`src/rtl/bgd_pkg.sv`:
```
package bgd_pkg;

   // One classified pixel moving from the magnitude stage to the encoder.
   typedef struct packed {
      logic valid;     // a pixel of the current tile
      logic bg;        // magnitude below threshold
      logic row_end;   // last column of its row
      logic tile_end;  // last pixel of the tile
   } bgd_px_t;

endpackage

```
`src/rtl/bgd_scan.sv`:
```
// Raster position tracker: accepts pixels only while a tile is open.
module bgd_scan #(
   parameter int TILE_W = 30,
   parameter int TILE_H = 30
) (
   input  logic clk,
   input  logic rst_n,
   input  logic start,
   input  logic flow_valid,
   output logic px_take,
   output logic row_end,
   output logic tile_end
);

   localparam int COL_W = $clog2(TILE_W + 1);
   localparam int ROW_W = $clog2(TILE_H + 1);

   logic             busy;
   logic [COL_W-1:0] col;
   logic [ROW_W-1:0] row;

   always_comb begin
      px_take  = busy & flow_valid & ~start;
      row_end  = (col == COL_W'(TILE_W - 1));
      tile_end = row_end & (row == ROW_W'(TILE_H - 1));
   end

   always_ff @(posedge clk or negedge rst_n) begin
      if (!rst_n) begin
         busy <= 1'b0;
         col  <= '0;
         row  <= '0;
      end else if (start) begin
         busy <= 1'b1;
         col  <= '0;
         row  <= '0;
      end else if (px_take) begin
         if (row_end) begin
            col <= '0;
            if (tile_end) begin
               busy <= 1'b0;
               row  <= '0;
            end else begin
               row <= row + ROW_W'(1);
            end
         end else begin
            col <= col + COL_W'(1);
         end
      end
   end

   // the tile closes once its last pixel is taken
   assert_stop_at_tile_end_R7: assert property (@(posedge clk) disable iff (!rst_n)
      (px_take && tile_end) |=> !busy);

   // before any start nothing is accepted
   assert_idle_no_take_R9: assert property (@(posedge clk) disable iff (!rst_n)
      (!busy && !start) |-> !px_take);

endmodule

```
`src/rtl/bgd_mag.sv`:
```
// |du| + |dv| against threshold, combinational or registered.
module bgd_mag import bgd_pkg::*; #(
   parameter int FLOW_W    = 12,
   parameter int MAG_STAGE = 1
) (
   input  logic                     clk,
   input  logic                     rst_n,
   input  logic                     flush,
   input  logic                     take,
   input  logic                     row_end,
   input  logic                     tile_end,
   input  logic signed [FLOW_W-1:0] du,
   input  logic signed [FLOW_W-1:0] dv,
   input  logic        [FLOW_W:0]   thr,
   output bgd_px_t                  px
);

   localparam int MAG_W = FLOW_W + 1;

   logic [FLOW_W-1:0] adu, adv;
   logic [MAG_W-1:0]  mag;
   bgd_px_t           cur;

   always_comb begin
      adu = du[FLOW_W-1] ? (~unsigned'(du) + FLOW_W'(1)) : unsigned'(du);
      adv = dv[FLOW_W-1] ? (~unsigned'(dv) + FLOW_W'(1)) : unsigned'(dv);
      mag = {1'b0, adu} + {1'b0, adv};
      cur.valid    = take;
      cur.bg       = (mag < thr);
      cur.row_end  = row_end;
      cur.tile_end = tile_end;
   end

   generate
      if (MAG_STAGE == 0) begin : g_comb
         assign px = cur;
      end else begin : g_reg
         bgd_px_t q;
         always_ff @(posedge clk or negedge rst_n) begin
            if (!rst_n)     q <= '0;
            else if (flush) q <= '0;
            else            q <= cur;
         end
         assign px = q;

         // every accepted pixel reaches the encoder one edge later
         assert_stage_carries_R1: assert property (@(posedge clk) disable iff (!rst_n)
            (take && !flush) |=> px.valid);
      end
   endgenerate

endmodule

```
`src/rtl/bgd_runlen.sv`:
```
// Gap counter, entry formation, write pointer and overflow guard.
module bgd_runlen import bgd_pkg::*; #(
   parameter int TILE_W    = 30,
   parameter int MAP_DEPTH = 320,
   parameter int ENTRY_W   = 8
) (
   input  logic                         clk,
   input  logic                         rst_n,
   input  logic                         start,
   input  bgd_px_t                      px,
   output logic                         wr0_en,
   output logic [$clog2(MAP_DEPTH)-1:0] wr0_addr,
   output logic [ENTRY_W-1:0]           wr0_data,
   output logic                         wr1_en,
   output logic [$clog2(MAP_DEPTH)-1:0] wr1_addr,
   output logic [ENTRY_W-1:0]           wr1_data,
   output logic                         done,
   output logic                         overflow
);

   localparam int ADDR_W    = $clog2(MAP_DEPTH);
   localparam int PTR_W     = $clog2(MAP_DEPTH + 1);
   localparam int GAP_W     = $clog2(TILE_W + 1);
   localparam int ENTRY_MAX = (1 << ENTRY_W) - 1;

   logic [PTR_W-1:0]   ptr, room, addr1_full, ptr_nx;
   logic [GAP_W-1:0]   gap;
   logic [GAP_W:0]     gap_p1;
   logic [ENTRY_W-1:0] entry;
   logic               act, surv, mark, ok0, ok1, drop;

   always_comb begin
      act    = px.valid & ~start;
      surv   = act & ~px.bg;
      mark   = act & px.row_end;
      room   = PTR_W'(MAP_DEPTH) - ptr;
      ok0    = surv && (room != '0);
      ok1    = mark && (room > PTR_W'(surv));
      drop   = (surv & ~ok0) | (mark & ~ok1);
      gap_p1 = {1'b0, gap} + (GAP_W + 1)'(1);
      if (32'(gap_p1) > 32'(ENTRY_MAX)) entry = ENTRY_W'(ENTRY_MAX);
      else                              entry = ENTRY_W'(gap_p1);
      addr1_full = ptr + PTR_W'(ok0);
      ptr_nx     = addr1_full + PTR_W'(ok1);
   end

   assign wr0_en   = ok0;
   assign wr0_addr = ptr[ADDR_W-1:0];
   assign wr0_data = entry;
   assign wr1_en   = ok1;
   assign wr1_addr = addr1_full[ADDR_W-1:0];
   assign wr1_data = '0;

   always_ff @(posedge clk or negedge rst_n) begin
      if (!rst_n) begin
         ptr      <= '0;
         gap      <= '0;
         overflow <= 1'b0;
         done     <= 1'b0;
      end else if (start) begin
         ptr      <= '0;
         gap      <= '0;
         overflow <= 1'b0;
         done     <= 1'b0;
      end else begin
         done <= act & px.tile_end;
         if (act) begin
            ptr      <= ptr_nx;
            gap      <= (surv | mark) ? '0 : gap_p1[GAP_W-1:0];
            overflow <= overflow | drop;
         end
      end
   end

   // a stored entry is never the terminator value
   assert_entry_nonzero_R3: assert property (@(posedge clk) disable iff (!rst_n)
      wr0_en |-> (wr0_data != '0));

   // the write pointer only advances between starts
   assert_ptr_monotonic_R3: assert property (@(posedge clk) disable iff (!rst_n)
      !start |=> (ptr >= $past(ptr)));

   // a terminator follows its pixel's entry directly
   assert_lanes_adjacent_R5: assert property (@(posedge clk) disable iff (!rst_n)
      (wr0_en && wr1_en) |-> (wr1_addr == wr0_addr + ADDR_W'(1)));

   // the pointer never passes the map depth
   assert_no_overflow_R6: assert property (@(posedge clk) disable iff (!rst_n)
      ptr <= PTR_W'(MAP_DEPTH));

   // the overflow flag holds until a new tile
   assert_ovf_sticky_R6: assert property (@(posedge clk) disable iff (!rst_n)
      (overflow && !start) |=> overflow);

   // start always clears the flag
   assert_ovf_clear_R8: assert property (@(posedge clk) disable iff (!rst_n)
      start |=> !overflow);

   // done is a single-cycle pulse
   assert_done_pulse_R7: assert property (@(posedge clk) disable iff (!rst_n)
      done |=> !done);

endmodule

```
`src/rtl/bgd_dist_encoder.sv`:
```
module bgd_dist_encoder import bgd_pkg::*; #(
   parameter int FLOW_W    = 12,
   parameter int TILE_W    = 30,
   parameter int TILE_H    = 30,
   parameter int MAP_DEPTH = 320,
   parameter int ENTRY_W   = 8,
   parameter int MAG_STAGE = 1
) (
   input  logic                         clk,
   input  logic                         rst_n,
   input  logic                         start,
   input  logic [FLOW_W:0]              threshold,
   input  logic                         flow_valid,
   input  logic signed [FLOW_W-1:0]     flow_du,
   input  logic signed [FLOW_W-1:0]     flow_dv,
   output logic                         map_we0,
   output logic [$clog2(MAP_DEPTH)-1:0] map_addr0,
   output logic [ENTRY_W-1:0]           map_data0,
   output logic                         map_we1,
   output logic [$clog2(MAP_DEPTH)-1:0] map_addr1,
   output logic [ENTRY_W-1:0]           map_data1,
   output logic                         done,
   output logic                         overflow
);

   generate
      if (FLOW_W < 2)                      begin : g_bad_flow  $error("FLOW_W must be at least 2"); end
      if (TILE_W < 2)                      begin : g_bad_w     $error("TILE_W must be at least 2"); end
      if (TILE_H < 1)                      begin : g_bad_h     $error("TILE_H must be at least 1"); end
      if (MAP_DEPTH < 2)                   begin : g_bad_depth $error("MAP_DEPTH must be at least 2"); end
      if (ENTRY_W < 2 || ENTRY_W > 16)     begin : g_bad_entry $error("ENTRY_W out of range"); end
      if (MAG_STAGE != 0 && MAG_STAGE != 1) begin : g_bad_stage $error("MAG_STAGE must be 0 or 1"); end
   endgenerate

   logic    px_take, row_end, tile_end;
   bgd_px_t px;

   bgd_scan #(
      .TILE_W (TILE_W),
      .TILE_H (TILE_H)
   ) u_scan (
      .clk        (clk),
      .rst_n      (rst_n),
      .start      (start),
      .flow_valid (flow_valid),
      .px_take    (px_take),
      .row_end    (row_end),
      .tile_end   (tile_end)
   );

   bgd_mag #(
      .FLOW_W    (FLOW_W),
      .MAG_STAGE (MAG_STAGE)
   ) u_mag (
      .clk      (clk),
      .rst_n    (rst_n),
      .flush    (start),
      .take     (px_take),
      .row_end  (row_end),
      .tile_end (tile_end),
      .du       (flow_du),
      .dv       (flow_dv),
      .thr      (threshold),
      .px       (px)
   );

   bgd_runlen #(
      .TILE_W    (TILE_W),
      .MAP_DEPTH (MAP_DEPTH),
      .ENTRY_W   (ENTRY_W)
   ) u_runlen (
      .clk      (clk),
      .rst_n    (rst_n),
      .start    (start),
      .px       (px),
      .wr0_en   (map_we0),
      .wr0_addr (map_addr0),
      .wr0_data (map_data0),
      .wr1_en   (map_we1),
      .wr1_addr (map_addr1),
      .wr1_data (map_data1),
      .done     (done),
      .overflow (overflow)
   );

endmodule

```
`config.mk`:
```
export PLATFORM = sky130hd
export DESIGN_NAME = bgd_dist_encoder
export DESIGN_NICKNAME = d
export VERILOG_FILES = /design/src/rtl/bgd_pkg.sv /design/src/rtl/bgd_scan.sv /design/src/rtl/bgd_mag.sv /design/src/rtl/bgd_runlen.sv /design/src/rtl/bgd_dist_encoder.sv
export SDC_FILE = /design/constraint.sdc
export NUM_CORES = 1
export LEC_CHECK = 0
export BUFFER_PORTS_ARGS = -buffer_cell sky130_fd_sc_hd__clkbuf_2
export CAP_MARGIN = 15
export CORE_ASPECT_RATIO = 1.5
export CORE_MARGIN = 5
export CORE_UTILIZATION = 55
export CTS_CLUSTER_DIAMETER = 60
export DETAILED_ROUTE_END_ITERATION = 7
export PLACE_DENSITY = 0.91
export REMOVE_ABC_BUFFERS = 1
export SETUP_SLACK_MARGIN = 0.15
export SKIP_CTS_REPAIR_TIMING = 1
export SLEW_MARGIN = 20
export SYNTH_ARGS = -nofsm -noshare
export SYNTH_HDL_FRONTEND = slang
export SYNTH_SLANG_ARGS = --single-unit
```
`constraint.sdc`:
```
create_clock -name clk -period 4.05 [get_ports clk]
set_input_delay 0.2025 -clock clk [delete_from_list [all_inputs] [get_ports clk]]
set_output_delay 0.2025 -clock clk [all_outputs]
set_load 0.02 [all_outputs]
```
# ---- Word-level counts from Yosys, hierarchy flattened
# Index checks and enable logic that the tools add are counted.
dict set report word_totals {
  regBits 31
  latchBits 0
  mem_bits_rw 0
  rom_bits 0
  mem_count 0
  wordCells 73
}
dict set report op_classes {
  n_reduce_logical 9
  mul 0
  add_sub_neg 9
  shift 0
  eq_ne 2
  n_mux 22
  bitwise 18
  n_div 0
  magnitude_cmp 2
}
# cell count
set op_table {}
lappend op_table {{2-to-1 mux 5 bit} 10}
lappend op_table {{adder 12 x 1 -> 12 bit, second input constant} 2}
lappend op_table {{2-to-1 mux 12 bit} 2}
lappend op_table {{inverter 12 bit} 2}
lappend op_table {{adder 9 x 1 -> 9 bit} 2}
lappend op_table {{2-to-1 mux 9 bit} 2}
lappend op_table {{adder 12 x 12 -> 13 bit} 1}
lappend op_table {{less-than comparator 13 bit} 1}
lappend op_table {{adder 5 x 1 -> 5 bit, second input constant} 2}
lappend op_table {{== test 5 bit, second input constant} 2}
lappend op_table {{AND 1 bit} 9}
lappend op_table {{greater-than comparator 9 x 1 -> 1 bit} 1}
lappend op_table {{nonzero test 9 bit} 1}
lappend op_table {{subtractor 9 bit, first input constant} 1}
lappend op_table {{nonzero test 2 bit} 4}
lappend op_table {{2-to-1 mux 1 bit} 7}
lappend op_table {{adder 5 x 1 -> 6 bit, second input constant} 1}
lappend op_table {{2-to-1 mux 4 bit} 1}
lappend op_table {{inverter 1 bit} 4}
lappend op_table {{bitwise OR 1 bit} 3}
lappend op_table {{AND reduction 3 bit} 1}
lappend op_table {{logical AND 1 bit} 2}
lappend op_table {{AND reduction 2 bit} 1}

# ---- Depth between registers and ports, before layout
dict set report logic_depth {
  ltp_word 11
  depth_mapped 19
}

# ---- Hierarchy
# Synthesis repeated with hierarchy kept, for this count alone.
dict set report hier_totals {
  hier_cells 425
  area_unflattened_um2 3455.8
}
# mod seq_area_each_um2 instances area_each_um2 cells_per_inst
set modules_own_cells {}
lappend modules_own_cells {bgd_runlen 400.4 1 1398.8 166}
lappend modules_own_cells {bgd_mag 100.1 1 1392.6 187}
lappend modules_own_cells {bgd_scan 275.3 1 664.4 72}

# ---- Least setup slack after synthesis
# OpenSTA, ideal clock, no wires.
dict set report synth_path {
  path_kind {register -> register}
  start {register u_runlen.ptr[1] (netlist: u_runlen.wr0_addr[1])}
  end {register u_runlen.ptr[5] (netlist: u_runlen.wr0_addr[5])}
  period_less_slack_ps 3868
  setup_ps 132
  path_stages_with_launch 15
  arrival_time_ps 3736
  setup_slack_ps 182
  path_cell_list {dfrtp_1 > or3_4 > or3_4 > o41ai_4 > nand3_2 > o21a_1 > ha_1 > ha_1 > clkbuf_1 > xor2_1 > and3_1 > maj3_1 > nand3_1 > xor2_1 > nor2_1}
}
dict set report synth_between {
  elab_chain_cells 7
}
# item line
set synth_lines {}
lappend synth_lines {{start: declaration} bgd_runlen.sv:26} ;# logic [PTR_W-1:0] ptr, room, addr1_full, ptr_nx;
lappend synth_lines {{start signal: assignment} bgd_runlen.sv:68} ;# ptr <= ptr_nx;
lappend synth_lines {{subtractor 9 bit} bgd_runlen.sv:36} ;# room = PTR_W'(MAP_DEPTH) - ptr;
lappend synth_lines {{nonzero test 9 bit} bgd_runlen.sv:37} ;# ok0 = surv && (room != '0);
lappend synth_lines {{logical AND 1 bit} bgd_runlen.sv:37}
lappend synth_lines {{net map_we0} bgd_dist_encoder.sv:16} ;# output logic map_we0,
lappend synth_lines {{adder 9 x 1 -> 9 bit} bgd_runlen.sv:43} ;# addr1_full = ptr + PTR_W'(ok0);
lappend synth_lines {{net map_addr1[2]} bgd_dist_encoder.sv:20} ;# output logic [$clog2(MAP_DEPTH)-1:0] map_addr1,
lappend synth_lines {{adder 9 x 1 -> 9 bit} bgd_runlen.sv:44} ;# ptr_nx = addr1_full + PTR_W'(ok1);
lappend synth_lines {{2-to-1 mux 9 bit} bgd_runlen.sv:67} ;# if (act) begin
lappend synth_lines {{2-to-1 mux 9 bit} bgd_runlen.sv:60} ;# end else if (start) begin
# The timed path passes the listed nets, and every way through them passes these cells. The select of a mux whose other input is x is not followed.
# A chain may end at the register's enable or synchronous reset.

# ---- Worst setup path in the final report
dict set report layout_path {
  start {register u_runlen.ptr[0] (netlist: u_runlen.wr0_addr[0])}
  end {register u_runlen.ptr[8] (netlist: u_runlen.wr0_addr[8])}
}
dict set report layout_between {
  elab_chain_cells 7
}
# item line
set layout_lines {}
lappend layout_lines {{subtractor 9 bit} bgd_runlen.sv:36}
lappend layout_lines {{nonzero test 9 bit} bgd_runlen.sv:37}
lappend layout_lines {{logical AND 1 bit} bgd_runlen.sv:37}
lappend layout_lines {{adder 9 x 1 -> 9 bit} bgd_runlen.sv:43}
lappend layout_lines {{adder 9 x 1 -> 9 bit (*)} bgd_runlen.sv:44}
lappend layout_lines {{2-to-1 mux 9 bit (*)} bgd_runlen.sv:67}
lappend layout_lines {{2-to-1 mux 9 bit (*)} bgd_runlen.sv:60}
# Mark *: on every way between the ends. The rest lies on a longest branch, timed or not. The select of a mux whose other input is x is not followed.

==> run metrics <==
RSZ-0062 raised after global routing false; estimated wirelength of the detail-placed design 6.216 mm; Slew @ Worst Pin between 700 and 800 ps; Pleak 0.001856 uW; count of final setup violators 0; Worst EP required 4250 ps; final worst-path cycle share around nine tenths; Seq/Total Area, Yosys 23.38%; Peak supply drop 158.9 uV; synthesized area 3318 um^2; CP Capture Type register; Die Area 7719 um^2; largest net degree at the start of global routing 32; Netlist cell types between 60 and 70; fin crit period 3696 ps; area grow syn2layout 15.42%; CP peak stage delay 520 ps; crit path DAT 3890 ps; vias in the first global route around 3300; Hold WS -19.92 ps; n_diodes 0; Yosys Warn Count 0; Rel. slew slack 47.88%; Buf+Inv Stages, Crit Path 1; number of buffers created by CTS 5; max cap viols 0; total grt overflow 0; Synth async-reset ratio 100.0%; final hold viol count 10; wire length per cell 14.20 um; Post-synth EDFFs 0; Std-Cell Rows 34; clk_lat worst skew about 280 ps; drc violations 0; CTS clk-pin slew, worst paths 70 ps; share of layout cells above drive strength 1 20.51%; CTS Root Cell clkbuf_8; Synth Area per Inst 8.133 um^2; initial antenna violation count 0; CTS HTree Levels 2; number of vias per cell between 5 and 6; first-pass GRT wire length 13.39 mm; Max Clock Skew 10.67 ps; initial core utilization ~57%; CTS tree built; commonest register cell after synthesis dfrtp_1; fin nets 551; pwr dens 263.9 nW/um^2; DRT antenna net count 0; Core ar. 5828 um^2; status finished, violations left; final WL 7.739 mm; CP Cell Sequence inv_1 > ha_1 > nand2b_1 > nor4_1 > o21bai_1 > or2_2 > nand3_2 > o21a_1 > ha_1 > ha_4 > nand2_1 > nor2_2 > nand3_2 > or3b_2 > a41oi_1; Routability Congestion 0.8671; Vias approximately 3200; DP Worst Slack 74.62 ps; Final WS setup 353.5 ps; top post-synthesis cells by area dfrtp_1 (23%), ha_1 (14%), xnor2_1 (9.0%); Max Root-Sink Buffers 2; Achievable Freq around 270 MHz; Synth Register Bits 31; Yosys top cell by area dfrtp_1; die height 105.1 um; final total power 1011 uW; Setup CP Type reg -> reg; failing checks hold timing; CP startpoint kind register; Final Max Tran Viols 0; clk sink count 31; CP max-delay cell or3b_2; cells after synthesis 408; boundary pin count 79; CP top delay family simple AND/OR/NAND/NOR gates; number of port buffers between 60 and 70; drt pass-1 iters 4; Die X about 73 um; area share of the largest cell type after synthesis 23.38%; Initial DRC Count 199; total track usage 20.82%; worst hold-check path type in -> async; Critical Path Fanout Max 7; setup TNS 0 ps
==> where the power goes <==
group          leakage [uW]  internal [uW]  switching, uW  total, uW
combinational       0.00137            167            200        367
sequential         0.000423            316           10.4        327
clock             0.0000612            199            118        317
==> cell type report <==
class	instances	area, um^2
clock inverters	2	35.03
fillers	477	1998
repair buffers	72	370.4
inverters	32	120.1
clock buffers	6	82.58
flip-flops and latches	31	775.7
well taps	72	90.09
multi-input cells	330	2356
==> layout by cell type (no fill, tap or decap), types with 4 or more instances in the layout <==
master    instances
clkbuf_2         68
ha_1             36
nand4_1           7
nand2_1          27
o21ai_0          21
xnor2_1          34
nor3_1           15
clkbuf_8          6
nor2b_1           4
o41ai_1           4
dfrtp_1          31
o21a_1            4
xor2_1           12
buf_4             4
nor2_1           33
conb_1           10
a21o_1            6
nand3_1          14
nand3b_1          5
nand2b_1         12
inv_1            32
a21oi_1          22
==> registers in the layout, summed over array words and instances (netlist names) <==
name               count
u_scan.busy            1
u_mag.px               4
u_runlen.wr0_addr      9
u_runlen.gap           5
u_runlen.overflow      1
u_runlen.done          1
u_scan.col             5
u_scan.row             5
==> layer usage <==
layer  global-route usage [%]  share of wire, %  wire, um
met2                    38.48                55      4219
met1                    21.64                36      2767
met3                    2.786               6.1       470
met4                    11.53               3.6       281
met5                        0                 0         0
==> cell usage after synthesis, types with 3 or more instances <==
cell	instances
a211oi_1	3
a21o_1	6
a21oi_1	22
a22o_1	3
a31oi_1	3
and3_1	3
buf_1	3
buf_2	3
buf_4	10
clkbuf_1	8
dfrtp_1	31
ha_1	37
inv_1	32
nand2_1	27
nand2b_1	12
nand3_1	16
nand3b_1	5
nand4_1	7
nor2_1	34
nor2b_1	4
nor3_1	15
nor4_1	3
o2111ai_1	3
o211ai_1	3
o21a_1	4
o21ai_0	21
o41ai_1	4
xnor2_1	34
xor2_1	12
==> through the flow <==
step	std cells	util, %	hold slack (ps)	instance area [um^2]
CTS	545	65.18	14.95	3799
finish	545	65.71	-19.92	3830
detailed placement	537	63.16	319.2	3681
floorplan	393	-	-93.09	3221
global placement	537	63.16	308.9	3681
global route	545	65.71	59.72	3830
==> final timing paths <==
| kind | startpoint | endpoint | slack, ps | depth (start not counted) |
|---|---|---|---|---|
| max in group asynchronous | rst_n | u_runlen.wr0_addr[1]$_DFFE_PN0P_ | 3550 | 1 |
| hold reg to reg | u_mag.px[0]$_DFF_PN0_ | u_runlen.done$_DFF_PN0_ | 470 | 1 |
| setup / recovery | u_runlen.wr0_addr[0]$_DFFE_PN0P_ | u_runlen.wr0_addr[8]$_DFFE_PN0P_ | 350 | 15 |
| hold / removal | rst_n | u_runlen.wr0_addr[5]$_DFFE_PN0P_ | -20 | 1 |
| setup reg to reg | u_runlen.wr0_addr[0]$_DFFE_PN0P_ | u_runlen.wr0_addr[8]$_DFFE_PN0P_ | 350 | 15 |
| min in group clk | flow_valid | u_scan.busy$_DFFE_PN0P_ | 200 | 3 |
==> cells by family after synthesis <==
family	Yosys count	share of synthesized area (%)
AND/OR/NAND/NOR	144	22.70
AO/OA/AOI/OAI	88	18.29
buffers and inverters	56	7.579
XOR/XNOR	46	12.14
adder cells (fa/ha/maj)	39	14.86
flip-flops	31	23.38
multiplexers	3	0.9427
other	1	0.1130
No activity file was read; power rests on OpenSTA's default activity.
